[src/rtl/cmd_chain_pkg.sv]
package cmd_chain_pkg;

  typedef enum logic [3:0] {
    ST_WAIT, ST_RD_OP, ST_RD_SRC, ST_RD_DST, ST_RD_NXT,
    ST_LAUNCH, ST_BUSY, ST_STORE, ST_LINK
  } ctrlState_e;

  // word offset inside a record; the order is the read order
  typedef enum logic [1:0] {
    SEL_OP  = 2'd0,
    SEL_SRC = 2'd1,
    SEL_DST = 2'd2,
    SEL_NXT = 2'd3
  } wordSel_e;

  typedef struct packed {
    logic     loadHost;
    logic     loadLink;
    logic     capWord;
    wordSel_e sel;
    logic     capResult;
    logic     addrDst;
    logic     setIrq;
    logic     setErr;
  } ctrlStrobe_t;

endpackage

[src/rtl/cmd_chain_dp.sv]
module cmd_chain_dp
  import cmd_chain_pkg::*;
#(
  parameter int AW = 16,
  parameter int DW = 32
) (
  input  logic          clk,
  input  logic          rst_n,
  input  ctrlStrobe_t   strobe,
  input  logic [AW-1:0] hostPtr,
  input  logic          irqClr,
  input  logic [DW-1:0] memRdData,
  input  logic [DW-1:0] execResult,
  output logic [AW-1:0] memAddr,
  output logic [DW-1:0] memWrData,
  output logic [DW-1:0] execOpcode,
  output logic [AW-1:0] execSrc,
  output logic          linkZero,
  output logic          irq,
  output logic          errFlag
);

  localparam int SelPad = AW - 2;

  logic [AW-1:0] ptrQ, srcQ, dstQ, nxtQ;
  logic [DW-1:0] opQ, resQ;
  logic          irqQ, errQ;

  always_ff @(posedge clk or negedge rst_n) begin
    if (!rst_n) begin
      ptrQ <= '0;
      srcQ <= '0;
      dstQ <= '0;
      nxtQ <= '0;
      opQ  <= '0;
      resQ <= '0;
    end else begin
      if (strobe.loadHost)      ptrQ <= hostPtr;
      else if (strobe.loadLink) ptrQ <= nxtQ;
      if (strobe.capWord) begin
        case (strobe.sel)
          SEL_OP:  opQ  <= memRdData;
          SEL_SRC: srcQ <= memRdData[AW-1:0];
          SEL_DST: dstQ <= memRdData[AW-1:0];
          default: nxtQ <= memRdData[AW-1:0];
        endcase
      end
      if (strobe.capResult) resQ <= execResult;
    end
  end

  // interrupt and error status: a set in the same cycle as a clear wins
  always_ff @(posedge clk or negedge rst_n) begin
    if (!rst_n) begin
      irqQ <= 1'b0;
      errQ <= 1'b0;
    end else begin
      if (strobe.setIrq)  irqQ <= 1'b1;
      else if (irqClr)    irqQ <= 1'b0;
      if (strobe.setErr)  errQ <= 1'b1;
      else if (irqClr)    errQ <= 1'b0;
    end
  end

  assign memAddr    = strobe.addrDst ? dstQ : ptrQ + {{SelPad{1'b0}}, strobe.sel};
  assign memWrData  = resQ;
  assign execOpcode = opQ;
  assign execSrc    = srcQ;
  assign linkZero   = (nxtQ == '0);
  assign irq        = irqQ;
  assign errFlag    = errQ;

  assert_irq_hold_R7: assert property (@(posedge clk) disable iff (!rst_n)
    irqQ && !irqClr |=> irqQ);

  assert_set_wins_R7: assert property (@(posedge clk) disable iff (!rst_n)
    strobe.setIrq |=> irqQ);

  assert_err_with_irq_R9: assert property (@(posedge clk) disable iff (!rst_n)
    errQ |-> irqQ);

endmodule

[src/rtl/cmd_chain_fsm.sv]
module cmd_chain_fsm
  import cmd_chain_pkg::*;
(
  input  logic        clk,
  input  logic        rst_n,
  input  logic        hostGo,
  input  logic        memRdValid,
  input  logic        execDone,
  input  logic        execError,
  input  logic        linkZero,
  output ctrlStrobe_t strobe,
  output logic        memRdReq,
  output logic        memWrReq,
  output logic        execStart,
  output logic        chainIdle
);

  ctrlState_e stateQ, stateD;

  always_ff @(posedge clk or negedge rst_n) begin
    if (!rst_n) stateQ <= ST_WAIT;
    else        stateQ <= stateD;
  end

  always_comb begin
    stateD    = stateQ;
    strobe    = '0;
    memRdReq  = 1'b0;
    memWrReq  = 1'b0;
    execStart = 1'b0;
    case (stateQ)
      ST_WAIT: begin
        if (hostGo) begin
          strobe.loadHost = 1'b1;
          stateD = ST_RD_OP;
        end
      end
      ST_RD_OP: begin
        memRdReq = 1'b1;
        strobe.sel = SEL_OP;
        if (memRdValid) begin
          strobe.capWord = 1'b1;
          stateD = ST_RD_SRC;
        end
      end
      ST_RD_SRC: begin
        memRdReq = 1'b1;
        strobe.sel = SEL_SRC;
        if (memRdValid) begin
          strobe.capWord = 1'b1;
          stateD = ST_RD_DST;
        end
      end
      ST_RD_DST: begin
        memRdReq = 1'b1;
        strobe.sel = SEL_DST;
        if (memRdValid) begin
          strobe.capWord = 1'b1;
          stateD = ST_RD_NXT;
        end
      end
      ST_RD_NXT: begin
        memRdReq = 1'b1;
        strobe.sel = SEL_NXT;
        if (memRdValid) begin
          strobe.capWord = 1'b1;
          stateD = ST_LAUNCH;
        end
      end
      ST_LAUNCH: begin
        execStart = 1'b1;
        stateD = ST_BUSY;
      end
      ST_BUSY: begin
        if (execError) begin
          strobe.setIrq = 1'b1;
          strobe.setErr = 1'b1;
          stateD = ST_WAIT;
        end else if (execDone) begin
          strobe.capResult = 1'b1;
          stateD = ST_STORE;
        end
      end
      ST_STORE: begin
        memWrReq = 1'b1;
        strobe.addrDst = 1'b1;
        strobe.setIrq = 1'b1;
        stateD = ST_LINK;
      end
      ST_LINK: begin
        if (linkZero) begin
          stateD = ST_WAIT;
        end else begin
          strobe.loadLink = 1'b1;
          stateD = ST_RD_OP;
        end
      end
      default: stateD = ST_WAIT;
    endcase
  end

  assign chainIdle = (stateQ == ST_WAIT);

  assert_idle_quiet_R2: assert property (@(posedge clk) disable iff (!rst_n)
    chainIdle |-> !(memRdReq || memWrReq || execStart));

  assert_start_pulse_R5: assert property (@(posedge clk) disable iff (!rst_n)
    execStart |=> !execStart);

  assert_single_write_R6: assert property (@(posedge clk) disable iff (!rst_n)
    memWrReq |=> !memWrReq);

  assert_port_exclusive_R6: assert property (@(posedge clk) disable iff (!rst_n)
    !(memRdReq && memWrReq));

  assert_read_wait_R4: assert property (@(posedge clk) disable iff (!rst_n)
    memRdReq && !memRdValid |=> memRdReq && $stable(strobe.sel));

endmodule

[src/rtl/cmd_chain_ctrl.sv]
module cmd_chain_ctrl
  import cmd_chain_pkg::*;
#(
  parameter int AW = 16,
  parameter int DW = 32
) (
  input  logic          clk,
  input  logic          rst_n,
  input  logic          hostGo,
  input  logic [AW-1:0] hostPtr,
  input  logic          irqClr,
  output logic          irq,
  output logic          errFlag,
  output logic          chainIdle,
  output logic          memRdReq,
  output logic          memWrReq,
  output logic [AW-1:0] memAddr,
  output logic [DW-1:0] memWrData,
  input  logic [DW-1:0] memRdData,
  input  logic          memRdValid,
  output logic          execStart,
  output logic [DW-1:0] execOpcode,
  output logic [AW-1:0] execSrc,
  input  logic          execDone,
  input  logic          execError,
  input  logic [DW-1:0] execResult
);

  ctrlStrobe_t strobe;
  logic        linkZero;

  cmd_chain_fsm u_fsm (
    .clk        (clk),
    .rst_n      (rst_n),
    .hostGo     (hostGo),
    .memRdValid (memRdValid),
    .execDone   (execDone),
    .execError  (execError),
    .linkZero   (linkZero),
    .strobe     (strobe),
    .memRdReq   (memRdReq),
    .memWrReq   (memWrReq),
    .execStart  (execStart),
    .chainIdle  (chainIdle)
  );

  cmd_chain_dp #(.AW(AW), .DW(DW)) u_dp (
    .clk        (clk),
    .rst_n      (rst_n),
    .strobe     (strobe),
    .hostPtr    (hostPtr),
    .irqClr     (irqClr),
    .memRdData  (memRdData),
    .execResult (execResult),
    .memAddr    (memAddr),
    .memWrData  (memWrData),
    .execOpcode (execOpcode),
    .execSrc    (execSrc),
    .linkZero   (linkZero),
    .irq        (irq),
    .errFlag    (errFlag)
  );

endmodule

[config.mk]
export PLATFORM = sky130hd
export DESIGN_NAME = cmd_chain_ctrl
export DESIGN_NICKNAME = d
export VERILOG_FILES = /design/src/rtl/cmd_chain_pkg.sv /design/src/rtl/cmd_chain_dp.sv /design/src/rtl/cmd_chain_fsm.sv /design/src/rtl/cmd_chain_ctrl.sv
export SDC_FILE = /design/constraint.sdc
export NUM_CORES = 1
export LEC_CHECK = 0
export ABC_AREA = 0
export ABC_CLOCK_PERIOD_IN_PS = 9700
export BUFFER_PORTS_ARGS = -buffer_cell sky130_fd_sc_hd__buf_2
export CAP_MARGIN = 20
export CORE_MARGIN = 4
export CORE_UTILIZATION = 50
export CTS_BUF_LIST = sky130_fd_sc_hd__clkbuf_8
export CTS_CLUSTER_SIZE = 28
export DETAILED_ROUTE_END_ITERATION = 6
export PLACE_DENSITY_LB_ADDON = 0.12
export SETUP_SLACK_MARGIN = 0.5
export SYNTH_ARGS = -nofsm -noshare
export SYNTH_HDL_FRONTEND = slang
export SYNTH_HIERARCHICAL = 1
export SYNTH_SLANG_ARGS = --single-unit
[constraint.sdc]
create_clock -name clk -period 9.7 [get_ports clk]
set_clock_uncertainty 0.1 [all_clocks]
set_input_delay 2.91 -clock clk [delete_from_list [all_inputs] [get_ports clk]]
set_output_delay 2.91 -clock clk [all_outputs]
set_load 0.02 [all_outputs]
==> results.sh, run 1 <==
export IMPL_clkSinkCount=134
export IMPL_place_hpwl_um=10500
export IMPL_synth_top_family_by_area="multiplexers"
export IMPL_ir_drop_mv=0.215
export IMPL_fin_crit_ns=6.58
export IMPL_maxSlewViolCount=0
export IMPL_core_rowCount=39
export IMPL_final_util_pct=64.1
export IMPL_num_vias=4254
export IMPL_syn2layout_area_growth_pct=25.4
export IMPL_drt_iter0_drc=190
export IMPL_synth_compound_area_share_pct=4.95
export IMPL_post_route_period_util_pct=67.9
export IMPL_grt_total_usage_pct=22.4
export IMPL_post_cts_buffers=0
export IMPL_ant_nets=0
export IMPL_numCtsBuffers=17
export IMPL_synth_top_cell_by_area="dfrtp_1"
export IMPL_clock_path_buffers=2
export IMPL_synth_area_top_cells="dfrtp_1 (57%), mux2_2 (22%), o21ai_0 (2.9%)"
export IMPL_path_cells="nor2_1 > nand2_1 > a21oi_1 > inv_1 > fa_1 > nand3b_1 > nor3_1 > xnor2_1 > o21ai_0 > buf_2"
export IMPL_dominantRegCellSynth="dfrtp_1"
export IMPL_coreArea_um2=11400
export IMPL_cts_max_level=4
export IMPL_hold_class="reg2reg"
export IMPL_antenna_found_initial=1
export IMPL_post_cts_resized=0
export IMPL_synthCells=452
export IMPL_cts_tree="built"
export IMPL_wl_met1_um=6210
export IMPL_drc_errors=0
export IMPL_status="finished, final reports clean"
export IMPL_dieArea_um2=13500
export IMPL_relSlewSlack_pct=33.4
export IMPL_synth_nets=542
export IMPL_clkLatencyLatePin_ns=0.43
export IMPL_critical_path_class="reg2out"
export IMPL_start_util_pct=51.1
export IMPL_wl_per_cell_um=18.2
export IMPL_finalSetupViolations=0
export IMPL_grt_max_degree=71
export IMPL_fmax_mhz=152
export IMPL_crit_slowest_cell="dfrtp_1"
export IMPL_grt_pass1_vias=4426
export IMPL_worstMarginPinSlew_ns=0.999
export IMPL_io_buffer_count=188
export IMPL_cts_root_buf="clkbuf_8"
export IMPL_cp_start_kind="flip-flop"
export IMPL_firstDrtPassIters=4
export IMPL_synth_xor_area_share_pct=2.10
export IMPL_clkTransAtPathRegs_ns=0.07
export IMPL_synth_seq_area_share_pct=57.4
export IMPL_grt_pass1_wl_um=23000
export IMPL_wl_met2_um=6870
export IMPL_syn_area_um2=5840
export IMPL_die_x_um=116
export IMPL_pin_count=189
export IMPL_fin_nets=730
export IMPL_synth_edf_count=0
export IMPL_crit_fanout=14
export IMPL_yosys_area_share_adder_pct=0.772
export IMPL_n_fill_cell=919
export IMPL_hold_violations=0
export IMPL_cap_viol_max_count=0
export IMPL_overflow=0
export IMPL_muxShareOfSynthArea_pct=24.7
export IMPL_synth_cell_types=43
export IMPL_worstPathArrival_ns=3.57
export IMPL_r2r_slack_ns=6.79
export IMPL_async_flop_share_pct=100
export IMPL_die_h_um=116
export IMPL_routed_via_density=5.34
export IMPL_synth_simple_area_share_pct=7.76
export IMPL_required_ns=6.69
export IMPL_gp_congestion=0.918
export IMPL_p_leak_nw=3.52
export IMPL_yosys_warnings=6
export IMPL_dr_wl_met3_um=1180
export IMPL_power_density_nw_per_um2=364
export IMPL_wl_um=14500
export IMPL_layout_drive_gt1_share_pct=52.1
export IMPL_routed_top_layer="met4"
export IMPL_fin_tns_setup_ns=0
export IMPL_cpPeakStageDelay_ns=0.54
export IMPL_cts_hold_buf=0
export IMPL_postSynthAreaPerCell_um2=12.9
export IMPL_rsz0062_at_grt="no"
export IMPL_cp_end_kind="primary output"
export IMPL_yosys_area_top_type_share_pct=57.4
export IMPL_ys_ff_latch=134
-- state kept, by name, summed over array words and instances, names as in the netlist --
name	flops
u_dp/dstQ	16
u_dp/errFlag	1
u_dp/execOpcode	32
u_dp/execSrc	16
u_dp/irq	1
u_dp/memWrData	32
u_dp/nxtQ	16
u_dp/ptrQ	16
u_fsm/stateQ	4
-- cells in the mapped netlist (2+ instances only) --
cell,instances
nor3_1,2
inv_1,7
mux2i_1,16
o21ai_0,34
clkbuf_1,11
nor4_1,8
xor2_1,6
nand4_1,4
buf_1,3
a31oi_1,3
mux2_2,113
and2_1,3
nand3_1,4
a21o_1,3
a21oi_1,3
dfrtp_1,134
ha_1,2
nor4b_1,2
nand3b_1,2
buf_2,9
xnor2_1,8
nor2_1,15
nand2_1,40
-- cells by family (layout without fill, tap and decap cells) --
family                   after synthesis  after routing
AO/OA/AOI/OAI                         50             50
XOR/XNOR                              14             14
adder cells (fa/ha/maj)                3              3
buffers and inverters                 31            231
flip-flops                           134            134
multiplexers                         130            130
other                                  0              1
AND/OR/NAND/NOR                       90             90
-- where the power goes --
group | internal (mW) | switching (mW)
logic | 0.515 | 0.664
registers | 0.829 | 0.198
clock network | 0.252 | 0.207
total | 1.60 | 1.07
-- cell type report --
class	instances	area, um^2	share of cell area (%)
sequential	134	3350	45.8
multi-input combinational	287	2380	32.5
timing repair buffer	193	985	13.5
clock buffer	21	289	3.95
tap	143	179	2.44
clock inverter	10	108	1.47
inverter	7	26.3	0.359
antenna	1	2.50	0.0342
-- metrics by stage --
step                      hold slack [ns]  cell area, um^2  setup WS, ns  power (mW)  cells
after CTS                           0.382             7320          3.11        2.69    795
after global routing                0.404             7320          2.77        2.83    796
after floorplan                     0.374             5840          3.86        1.79    452
after detailed placement            0.366             6920          3.60        2.22    764
final                               0.378             7320          3.12        2.66    796
after global placement              0.363             6920          3.78        2.18    764
-- cell usage in the layout (no fill, tap or decap), drive strengths merged, types with 3 or more instances in the layout --
master	count
nand2	41
dfrtp	134
a21o	3
inv	11
a31oi	3
clkbuf	21
xnor2	8
buf	193
nand3	4
nand4	4
nor4	8
xor2	6
nor2	15
a21oi	3
mux2	114
o21ai	34
and2	3
and4	3
mux2i	16
-- routing by layer --
metal | global-route usage, % | vias to the layer above
met4 | 7.12 | 0
met3 | 9.24 | 19
met1 | 28.9 | 2085
met5 | 0 | -
li1 | - | 1990
met2 | 34.7 | 160
-- final timing paths --
check                                       startpoint                          end  cells after the start
max in group asynchronous                        rst_n     u_dp/dstQ[3]$_DFFE_PN0P_                      2
min                           u_dp/errFlag$_DFFE_PN0P_     u_dp/errFlag$_DFFE_PN0P_                      1
min reg2reg                   u_dp/errFlag$_DFFE_PN0P_     u_dp/errFlag$_DFFE_PN0P_                      1
max reg2reg                u_fsm/stateQ[1]$_DFFE_PN0P_    u_dp/nxtQ[12]$_DFFE_PN0P_                      5
max                        u_fsm/stateQ[1]$_DFFE_PN0P_                  memAddr[10]                     10
min in group asynchronous                        rst_n  u_fsm/stateQ[0]$_DFFE_PN0P_                      1
-- critical path: cells and delay by family (launching register included) --
kind            cells  cell delay, ns
fa+ha+maj           1            0.51
flops               1            0.54
compound gates      2            0.62
buf+inv             2            0.37
xor+xnor            1            0.09
simple gates        4            1.02
(Power assumes the default switching activity.)
==> run 2: changes to the inputs <==
--- a/config.mk
+++ b/config.mk
@@ -6,7 +6,7 @@
 export NUM_CORES = 1
 export LEC_CHECK = 0
 export ABC_AREA = 0
-export ABC_CLOCK_PERIOD_IN_PS = 9700
+export ABC_CLOCK_PERIOD_IN_PS = 6300
 export BUFFER_PORTS_ARGS = -buffer_cell sky130_fd_sc_hd__buf_2
 export CAP_MARGIN = 20
 export CORE_MARGIN = 4
==> constraint.sdc (replaced) <==
create_clock -name clk -period 6.3 [get_ports clk]
set_clock_uncertainty 0.1 [all_clocks]
set_input_delay 1.89 -clock clk [delete_from_list [all_inputs] [get_ports clk]]
set_output_delay 1.89 -clock clk [all_outputs]
set_load 0.02 [all_outputs]
==> run 2 against run 1 <==
Clock-buffer cell count unchanged. Sequential power increased by 53%. Core utilization increased by 0.54 points. Worst hold slack improved by 0.0029 ns. Largest power group unchanged. Worst setup slack got worse by 2.3 ns.
==> results.sh, run 2 (synthesized netlist as in run 1, its figures left out) <==
export IMPL_status="finished, final reports clean"
export IMPL_regArea_um2=3350
export IMPL_fmax_mhz=181
export IMPL_routed_via_density=5.34
export IMPL_min_to="u_dp/errFlag$_DFFE_PN0P_"
export IMPL_io_buffer_count=188
export IMPL_dp_cells=764
export IMPL_final_cell_mix="buf_2 (187), dfrtp_1 (134), mux2_2 (113)"
export IMPL_regToRegEndpoint="u_dp/nxtQ[9]$_DFFE_PN0P_"
export IMPL_rsz0062_at_grt="no"
export IMPL_dieArea_um2=13500
export IMPL_fin_tns_setup_ns=0
export IMPL_ant_nets=0
export IMPL_grt_pass1_vias=4460
export IMPL_gp_congestion=0.906
export IMPL_syn2layout_area_growth_pct=26.4
export IMPL_instances_no_fill=796
export IMPL_cp_end_kind="primary output"
export IMPL_cts_max_level=4
export IMPL_clkLatencyLatePin_ns=0.43
export IMPL_fin_crit_ns=5.52
export IMPL_r2r_start="u_fsm/stateQ[1]$_DFFE_PN0P_"
export IMPL_required_ns=4.31
export IMPL_die_h_um=116
export IMPL_num_vias=4247
export IMPL_post_cts_resized=0
export IMPL_firstDrtPassIters=4
export IMPL_cap_viol_max_count=0
export IMPL_crit_slowest_cell="dfrtp_1"
export IMPL_finalSetupViolations=0
export IMPL_die_x_um=116
export IMPL_cp_start_kind="flip-flop"
export IMPL_worstMarginPinSlew_ns=0.960
export IMPL_wl_met2_um=6920
export IMPL_routed_top_layer="met4"
export IMPL_whs_ns=0.381
export IMPL_multi_input_area_um2=2380
export IMPL_min_from="u_dp/errFlag$_DFFE_PN0P_"
export IMPL_worstPathArrival_ns=3.53
export IMPL_place_hpwl_um=10500
export IMPL_crit_family="simple AND/OR/NAND/NOR gates"
export IMPL_post_cts_buffers=0
export IMPL_crit_fanout=14
export IMPL_clkTransAtPathRegs_ns=0.07
export IMPL_grt_pass1_wl_um=23000
export IMPL_wl_met1_um=6040
export IMPL_min_path_cells=1
export IMPL_maxSlewViolCount=0
export IMPL_n_fill_cell=926
export IMPL_ir_drop_mv=0.381
export IMPL_power_density_nw_per_um2=568
export IMPL_clock_path_buffers=2
export IMPL_antenna_found_initial=0
export IMPL_r2r_slack_ns=3.40
export IMPL_fin_nets=730
export IMPL_p_leak_nw=3.54
export IMPL_wl_um=14400
export IMPL_critical_path_class="reg2out"
export IMPL_hold_class="reg2reg"
export IMPL_post_route_period_util_pct=87.7
export IMPL_wl_per_cell_um=18.1
export IMPL_grt_total_usage_pct=22.5
export IMPL_dr_wl_met3_um=1240
export IMPL_cts_root_buf="clkbuf_8"
export IMPL_numCtsBuffers=17
export IMPL_coreArea_um2=11400
export IMPL_drt_iter0_drc=238
export IMPL_cts_tree="built"
export IMPL_reg2reg_depth=5
export IMPL_clkSinkCount=134
export IMPL_cpPeakStageDelay_ns=0.54
export IMPL_antenna_cells=0
export IMPL_hold_violations=0
export IMPL_final_common_cell="buf_2"
export IMPL_relSlewSlack_pct=36.0
export IMPL_start_util_pct=51.1
export IMPL_pin_count=189
export IMPL_drc_errors=0
export IMPL_overflow=0
export IMPL_layout_drive_gt1_share_pct=52.7
export IMPL_grt_max_degree=97
export IMPL_cts_hold_buf=0
export IMPL_cp_num_buf_inv=2
export IMPL_path_cells="nor2_1 > nand2_1 > a21oi_1 > inv_1 > fa_1 > nand3b_1 > nor3_1 > xnor2_1 > o21ai_0 > buf_2"
export IMPL_core_rowCount=39
## run 2: cell count changes in the layout (fill, tap and decap cells not counted)
cell and change:
inv_6 +1, bufinv_16 +2, clkinv_2 +1, clkinvlp_4 -1, inv_1 -3, diode_2 -1
clkinv_4 +1
## run 2: where the power goes
group | switching, mW | leakage (nW) | internal, mW
Clock | 0.331 | 0.234 | 0.475
Combinational | 1.01 | 1.65 | 0.792
Sequential | 0.306 | 1.66 | 1.28
## run 2: worst max-delay path by stage
stage,start,endpoint,cells after the start
after floorplan,u_fsm/stateQ[1]$_DFFE_PN0P_,memAddr[10],10
after global placement,u_fsm/stateQ[1]$_DFFE_PN0P_,memAddr[10],10
after detailed placement,u_fsm/stateQ[1]$_DFFE_PN0P_,memAddr[10],10
after CTS,u_fsm/stateQ[1]$_DFFE_PN0P_,memAddr[10],10
after global routing,u_fsm/stateQ[1]$_DFFE_PN0P_,memAddr[10],10
final,u_fsm/stateQ[1]$_DFFE_PN0P_,memAddr[10],10
## run 2: area by class of cell
| type | instances | share of cell area [%] |
|---|---|---|
| Sequential cell | 134 | 45.4 |
| Clock inverter | 11 | 2.32 |
| Inverter | 7 | 0.356 |
| Clock buffer | 21 | 3.92 |
| Timing Repair Buffer | 193 | 13.3 |
| Multi-Input combinational cell | 287 | 32.2 |
| Tap cell | 143 | 2.42 |
## run 2: per-stage QoR
step	util (%)	setup WS, ns	power [mW]	instance area [um^2]
2_1_floorplan	-	1.48	2.76	5840
3_3_place_gp	60.6	1.40	3.35	6920
3_5_place_dp	60.6	1.29	3.41	6920
4_1_cts	64.6	0.777	4.23	7380
5_1_grt	64.6	0.590	4.46	7380
6_report	64.6	0.775	4.19	7380
## run 2: metal layers
layer	vias to the layer above	track usage [%]
li1	1981	-
met1	2094	29.5
met2	159	34.7
met3	13	9.45
met4	0	6.34
met5	-	0
## run 2: worst register-to-register path: stages (launching register included)
cell     delay [ns]
dfrtp_1        0.54
nor2_1         0.34
nand2_1        0.11
a21oi_1        0.46
nand3_1        0.72
mux2_2         0.52
==> run 3: changes to the inputs <==
--- a/config.mk
+++ b/config.mk
@@ -5,7 +5,7 @@
 export SDC_FILE = /design/constraint.sdc
 export NUM_CORES = 1
 export LEC_CHECK = 0
-export ABC_AREA = 0
+export ABC_AREA = 1
 export ABC_CLOCK_PERIOD_IN_PS = 6300
 export BUFFER_PORTS_ARGS = -buffer_cell sky130_fd_sc_hd__buf_2
 export CAP_MARGIN = 20
==> run 3 against run 2 <==
Area after synthesis grew 0.77%. Sequential share of layout area is 0.062 points higher. Final cell count is 21% higher. Via count up 19%. Critical path type unchanged. Largest power group unchanged. Highest routed layer unchanged.
==> results.sh, run 3 <==
export IMPL_globalRouteMet3Util_pct=9.95
export IMPL_dieArea_um2=13600
export IMPL_cts_root_buf="clkbuf_8"
export IMPL_yosys_warnings=6
export IMPL_wl_per_cell_um=16.1
export IMPL_synth_nets=711
export IMPL_die_h_um=116
export IMPL_power_density_nw_per_um2=517
export IMPL_place_hpwl_um=11500
export IMPL_dp_cells=931
export IMPL_coreArea_um2=11500
export IMPL_post_cts_resized=0
export IMPL_grt_max_degree=75
export IMPL_worstMarginPinSlew_ns=1.04
export IMPL_cp_start_kind="flip-flop"
export IMPL_hold_class="reg2reg"
export IMPL_crit_fanout=7
export IMPL_post_route_period_util_pct=79.4
export IMPL_rsz0062_at_grt="no"
export IMPL_fin_crit_ns=5.00
export IMPL_top_usage_layer="met2"
export IMPL_cp_end_kind="primary output"
export IMPL_synth_top_cell_by_area="dfrtp_1"
export IMPL_critical_path_class="reg2out"
export IMPL_status="finished, final reports clean"
export IMPL_grtUsageMet1_pct=31.1
export IMPL_r2r_slack_ns=3.57
export IMPL_sw_frac_of_total_pct=42.1
export IMPL_synth_seq_area_share_pct=57.0
export IMPL_gp_congestion=0.956
export IMPL_firstDrtPassIters=6
export IMPL_p_leak_nw=3.93
export IMPL_hold_violations=0
export IMPL_fin_tns_setup_ns=0
export IMPL_required_ns=4.31
export IMPL_postSynthAreaPerCell_um2=9.47
export IMPL_grt_use_met2_pct=36.3
export IMPL_power_share_clock_pct=19.0
export IMPL_yosys_area_top_type_share_pct=57.0
export IMPL_synthCells=621
export IMPL_layout_drive_gt1_share_pct=35.7
export IMPL_syn_area_um2=5880
export IMPL_numCtsBuffers=17
export IMPL_io_buffer_count=188
export IMPL_p_int_mw=2.21
export IMPL_async_flop_share_pct=100
export IMPL_syn2layout_area_growth_pct=25.3
export IMPL_finalSetupViolations=0
export IMPL_yosysMostFrequentCell="nand2_1"
export IMPL_ir_drop_mv=0.334
export IMPL_relSlewSlack_pct=30.8
export IMPL_core_rowCount=39
export IMPL_fin_nets=898
export IMPL_grt_total_usage_pct=24.0
export IMPL_start_util_pct=51.3
export IMPL_synth_area_top_cells="dfrtp_1 (57%), nand2_1 (12%), mux2_2 (8.8%)"
export IMPL_die_x_um=116
export IMPL_wl_um=15500
export IMPL_clkTransAtPathRegs_ns=0.08
export IMPL_ys_top_cells_by_count="nand2_1 (183), dfrtp_1 (134), o21ai_0 (69)"
export IMPL_cts_hold_buf=0
export IMPL_ys_ff_latch=134
export IMPL_maxSlewViolCount=0
export IMPL_clkSinkCount=134
export IMPL_pwr_share_seq_pct=38.6
export IMPL_clkLatencyLatePin_ns=0.43
export IMPL_n_fill_cell=960
export IMPL_pin_count=189
export IMPL_final_cell_mix="buf_2 (187), nand2_1 (183), dfrtp_1 (134)"
export IMPL_whs_ns=0.389
export IMPL_worstPathArrival_ns=3.01
export IMPL_grt_pass1_wl_um=25100
export IMPL_routed_via_density=5.25
export IMPL_grt_pass1_vias=5151
export IMPL_cts_max_level=4
export IMPL_instances_no_fill=964
export IMPL_antenna_found_initial=0
export IMPL_dominantRegCellSynth="dfrtp_1"
export IMPL_antenna_cells=0
export IMPL_post_cts_buffers=0
export IMPL_synth_cell_types=31
export IMPL_synth_edf_count=0
export IMPL_num_vias=5058
export IMPL_p_sw_mw=1.60
export IMPL_overflow=0
export IMPL_drc_errors=0
export IMPL_final_common_cell="buf_2"
export IMPL_ant_nets=0
export IMPL_drt_iter0_drc=498
export IMPL_cts_tree="built"
export IMPL_cap_viol_max_count=0
export IMPL_fmax_mhz=200
export IMPL_p_comb_share_pct=42.4
export IMPL_clock_path_buffers=2
==> run 3: cell types whose count changed after synthesis, moves of 10 or more <==
cell / before / now
nand2_1: 40 / 183
mux2_2: 113 / 46
inv_1: 7 / 43
o21ai_0: 34 / 69
nand3_1: 4 / 36
mux2i_1: 16 / 0
nor2_1: 15 / 25
==> run 3: final timing paths <==
kind	from	endpoint	cells past startpoint
max reg2reg	u_fsm/stateQ[1]$_DFFE_PN0P_	u_dp/nxtQ[6]$_DFFE_PN0P_	7
max in group asynchronous	rst_n	u_dp/memWrData[11]$_DFFE_PN0P_	2
max	u_fsm/stateQ[1]$_DFFE_PN0P_	memAddr[10]	12
min reg2reg	u_dp/execSrc[14]$_DFFE_PN0P_	u_dp/execSrc[14]$_DFFE_PN0P_	2
min in group asynchronous	rst_n	u_dp/errFlag$_DFFE_PN0P_	1
min	u_dp/execSrc[14]$_DFFE_PN0P_	u_dp/execSrc[14]$_DFFE_PN0P_	2
==> run 3: routing by layer <==
metal | routed length (um) | up-vias
met2 | 7170 | 256
met5 | 0 | -
met1 | 6290 | 2373
li1 | - | 2397
met4 | 265 | 0
met3 | 1780 | 32
==> run 3: worst max-delay path, cell delays in order (launching register included) <==
cell and delay (ns):
dfrtp_1 0.48, nor2_2 0.25, nand2_2 0.10, nand2_1 0.18
ha_1 0.22, inv_1 0.07, fa_1 0.40, inv_1 0.10
nand2_1 0.09, nor2_4 0.21, a21oi_1 0.11, o21ai_0 0.18
buf_2 0.19
==> run 3: final cells by class <==
type / instances / area (um^2) / area share [%]
Clock inverter: 11 / 124 / 1.68
Multi-Input combinational cell: 412 / 2230 / 30.3
Inverter: 49 / 184 / 2.50
Tap cell: 143 / 179 / 2.43
Clock buffer: 21 / 289 / 3.92
Timing Repair Buffer: 194 / 1010 / 13.7
Sequential cell: 134 / 3350 / 45.5
==> run 3: power groups by stage <==
stage,Clock [mW],Combinational [mW],Sequential [mW]
6_report,0.725,1.61,1.47
5_1_grt,0.777,1.79,1.52
4_1_cts,0.744,1.62,1.47
3_5_place_dp,0,1.61,1.47
3_3_place_gp,0,1.57,1.46
2_1_floorplan,0,0.836,1.69
==> run 3: kinds of logic (layout without fill, tap and decap cells) <==
logic type	after synthesis	in the layout	synth area share [%]
AO/OA/AOI/OAI	86	86	7.83
XOR/XNOR	4	4	0.596
adder cells (fa/ha/maj)	3	3	0.766
buffers and inverters	75	275	5.10
flip-flops	134	134	57.0
multiplexers	48	48	9.19
AND/OR/NAND/NOR	271	271	19.5
==> run 3: through the flow <==
| stage | setup WS (ns) | util [%] | total power, mW | instance area [um^2] |
|---|---|---|---|---|
| final | 1.30 | 64.3 | 3.81 | 7370 |
| after global routing | 1.03 | 64.3 | 4.09 | 7370 |
| after CTS | 1.34 | 64.1 | 3.83 | 7350 |
| after detailed placement | 1.83 | 60.5 | 3.09 | 6930 |
| after global placement | 1.93 | 60.5 | 3.02 | 6930 |
| after floorplan | 1.95 | - | 2.53 | 5880 |
